## config.mk

```make
export PLATFORM = sky130hd
export DESIGN_NAME = strobe_serializer
export DESIGN_NICKNAME = d
export VERILOG_FILES = /design/src/rtl/strobe_serializer.sv
export SDC_FILE = /design/constraint.sdc
export NUM_CORES = 1
export LEC_CHECK = 0
export BUFFER_PORTS_ARGS = -buffer_cell sky130_fd_sc_hd__buf_2
export CAP_MARGIN = 10
export CORE_UTILIZATION = 40
export CTS_CLUSTER_DIAMETER = 60
export DETAILED_ROUTE_END_ITERATION = 8
export SYNTH_ARGS = -nofsm -noshare
export SYNTH_HDL_FRONTEND = slang
export SYNTH_SLANG_ARGS = --single-unit
```

## constraint.sdc

```tcl
create_clock -name clk -period 4.35 [get_ports clk]
set_input_delay 0.435 -clock clk [delete_from_list [all_inputs] [get_ports clk]]
set_output_delay 0.435 -clock clk [all_outputs]
set_load 0.1 [all_outputs]
```

## src/rtl/strobe_serializer.sv

```systemverilog
module strobe_serializer #(
  parameter int WORD_W = 48
) (
  input  logic              clk,
  input  logic              rst_n,
  input  logic              ext_clk,
  input  logic              load,
  input  logic [WORD_W-1:0] load_data,
  output logic              ser_out,
  output logic              busy
);
  localparam int CNT_W = $clog2(WORD_W + 1);

  logic              sync_a, sync_b, sync_d;
  logic              strobe;
  logic [WORD_W-1:0] shreg;
  logic [CNT_W-1:0]  cnt;
  logic              take;

  assign strobe = sync_b & ~sync_d;
  assign take   = load & ~busy;

  always_ff @(posedge clk) begin
    if (!rst_n) begin
      sync_a <= 1'b0;
      sync_b <= 1'b0;
      sync_d <= 1'b0;
    end else begin
      sync_a <= ext_clk;
      sync_b <= sync_a;
      sync_d <= sync_b;
    end
  end

  always_ff @(posedge clk) begin
    if (!rst_n) begin
      shreg   <= '0;
      cnt     <= '0;
      busy    <= 1'b0;
      ser_out <= 1'b0;
    end else if (take) begin
      shreg <= load_data;
      cnt   <= '0;
      busy  <= 1'b1;
    end else if (busy && strobe) begin
      if (cnt == CNT_W'(WORD_W)) begin
        busy    <= 1'b0;
        ser_out <= 1'b0;
      end else begin
        ser_out <= shreg[WORD_W-1];
        shreg   <= {shreg[WORD_W-2:0], 1'b0};
        cnt     <= cnt + 1'b1;
      end
    end
  end

  AST_STROBE_SINGLE: assert property (@(posedge clk) disable iff (!rst_n)
    strobe |=> !strobe);
  AST_IDLE_LOW: assert property (@(posedge clk) disable iff (!rst_n)
    !busy |-> !ser_out);
  AST_HOLD_BETWEEN: assert property (@(posedge clk) disable iff (!rst_n)
    (!strobe && !take) |=> $stable(ser_out));
  AST_LOAD_IGNORED: assert property (@(posedge clk) disable iff (!rst_n)
    (busy && load && !strobe) |=> $stable(shreg));
  AST_CNT_RANGE: assert property (@(posedge clk) disable iff (!rst_n)
    cnt <= CNT_W'(WORD_W));
  AST_BUSY_END: assert property (@(posedge clk) disable iff (!rst_n)
    (busy && strobe && cnt == CNT_W'(WORD_W)) |=> !busy);
endmodule

```

==> reports/results.tsv <==
stage	metric	value	unit
sta	worst_slew_pin_slew	1.136	ns
synth	syn_avg_cell_area	7.964	sq um
sta	maxSlewViolCount	0	
synth	ys_types	32	
setup_path	rrSetupSlack	2.20	ns
routing	drt_iter0_drc	75	
floorplanning	die_h	81.57	um
clock_tree	htree_levels	3	
sta	rsz0062_at_grt	false	
global_route	grt_overflow_total	0	
sta	clock_skew	0.007470	ns
sta	period_minus_slack	2.147	ns
sta	whs	0.3050	ns
clock_tree	clockBufferDepth	2	
clock_tree	clk_pin_slew	0.07	ns
routing	ant_nets	0	
clock_tree	hold_buffers	0	
setup_path	worstPathRequired	4.58	ns
pwr	p_comb_share	10.5	%
synth	synthesis.instances	318	
pwr	p_leak	1.189	nW
synth	synth_area_leaders	dfxtp_1 47%, a21oi_1 17%, o21ai_0 9.3%	
synth	synthFlopType	dfxtp_1	
global_route	grt_pass1_vias	2001	
synth	netlist.area_leader.share	46.64	%
synth	async_flop_share	0	%
routing	drt-met1-wl	2737	um
routing	top_layer	met4	
clock_tree	root_buffer	clkbuf_8	
sta	hold_violations	0	
clock_tree	cts_buffers	9	
global_route	grt_pass1_wl	8901	um
cells_and_area	mostFrequentLayoutCells	86 x a21oi_1, 59 x dfxtp_1, 53 x buf_2	
synth	synth_area_leader_cell	dfxtp_1	
cells_and_area	multi_input_area	1192	sq um
pwr	p_seq_share	49.3	%
setup_path	cp-end-kind	flip-flop	
cells_and_area	fin_cells	436	
pwr	irDropWorstVdd	212.9	uV
cells_and_area	final_layout_size_suffix_gt1_share	22.44	%
synth	ys_ff_latch	59	
cells_and_area	num-fill-cells	611	
clock_tree	cts.sinks	59	
routing	finalWirelength	5495	um
sta	setup_viol	0	
floorplanning	io_pins	54	
sta	fin_crit_sh	49.35	%
sta	max_slew_margin	24.13	%
global_route	track_usage	17.82	%
pwr	p_sw	0.3049	mW
routing	met3_length	317	um
pwr	p_total	1.214	mW
synth	yosys_warnings	0	
clock_tree	post_cts_buffers	0	
sta	tns	0	ns
routing	drc	0	
pwr	p_int	0.9092	mW
routing	drt_pass1_iterations	4	
synth	ys_seq_area_share	46.64	%
sta	setup_ws	2.203	ns
pwr	clkPwrFrac	40.2	%
setup_path	critical_path_class	reg -> reg	
run_status	run_status	finished clean	
setup_path	critPathMaxFanout	51	
floorplanning	dieArea	6654	sq um
placed_design	gp_congestion	0.7444	
placed_design	dp_hpwl	3255	um
global_route	antenna_found_initial	0	
setup_path	critPathLaunchType	flip-flop	
synth	syn_nets	372	
floorplanning	die-width	81.57	um
placed_design	post-place-ws	2.210	ns
clock_tree	tritoncts	built	
clock_tree	insertion_delay	0.34	ns
floorplanning	start_util	42.03	%
flow_run	drv_cap	0	
global_route	grt_max_degree	56	
floorplanning	core_area	6026	sq um
cells_and_area	final_common_cell	a21oi_1	
placed_design	portBuffers	53	
cells_and_area	syn_to_final_growth	16.45	%
cells_and_area	num_antenna_cells	0	
synth	synth_edf_count	0	
routing	wl_per_cell	12.60	um
sta	fmax	465.8	MHz
routing	num_vias	2234	
synth	netlist_area	2532	sq um
routing	vias_per_cell	5.124	
pwr	switching_share	25.11	%
placed_design	dp.cells	420	
setup_path	arrival	2.38	ns
cells_and_area	layout.nets	410	
pwr	power_density	411.7	nW/um^2
cells_and_area	regArea	1181	sq um
worst_hold_path	min_path_type	in -> reg	
clock_tree	cts_resized	0	
floorplanning	core.rowCount	28	
routing	dr_wl_met2	2379	um
[cells by family (layout without fill, tap and decap cells)]
group | Yosys count | in the layout | synth area share, %
XOR/XNOR | 4 | 4 | 1.384
flip-flops | 59 | 59 | 46.64
buffers and inverters | 30 | 73 | 6.917
AND/OR/NAND/NOR | 83 | 83 | 15.46
AO/OA/AOI/OAI | 140 | 140 | 28.61
adder cells (fa/ha/maj) | 2 | 2 | 0.9880
[layout make-up]
class	instances	area share, %
multi-input combinational	229	40.43
sequential	59	40.05
timing repair buffer	55	9.504
clock buffer	11	4.794
tap	75	3.182
clock inverter	5	1.782
inverter	2	0.2546
[final timing paths]
kind | endpoint | depth (start not counted) | startpoint
setup / recovery | cnt[2] | 4 | busy
hold / removal | sync_a | 2 | ext_clk
setup reg to reg | cnt[2] | 4 | busy
hold reg to reg | sync_b | 1 | sync_a
[Yosys cell counts, types with 2 or more instances]
library cell,count
a21boi_0,2
buf_6,7
nor3_1,5
buf_2,5
nor3_2,5
o21ai_0,47
xor2_1,3
dfxtp_1,59
nor2_1,10
and2_1,3
a21oi_1,86
ha_1,2
clkbuf_1,14
nand3_1,3
nand4_1,2
nand2_1,48
inv_1,2
[sequential cells by signal, summed over array words and instances, names as in the netlist]
name	flops
shreg	48
cnt	6
busy	1
ser_out	1
sync_a	1
sync_b	1
sync_d	1
[per-layer routing]
| layer | up-vias | global-route usage [%] |
|---|---|---|
| met5 | - | 0 |
| met4 | 0 | 5.789 |
| met3 | 7 | 7.444 |
| met2 | 56 | 28.58 |
| met1 | 999 | 21.52 |
| li1 | 1172 | - |
[power groups by stage]
stage,registers [mW],logic [mW],clock network (mW)
after floorplan,0.611,0.0866,0
after global placement,0.610,0.126,0
after detailed placement,0.610,0.128,0
after CTS,0.598,0.129,0.499
after global routing,0.603,0.146,0.531
final,0.599,0.128,0.488
[critical path, cell delays in order (launching register included)]
cell     delay, ns
dfxtp_1       0.45
and3b_1       0.35
o21a_2        0.88
a21oi_1       0.16
a31o_1        0.21
[stage by stage]
step	util, %	area [sq um]
floorplan	-	2532
global placement	45.72	2755
detailed placement	45.72	2755
CTS	48.94	2949
global route	48.94	2949
finish	48.94	2949
No activity file was read; power rests on OpenSTA's default activity.
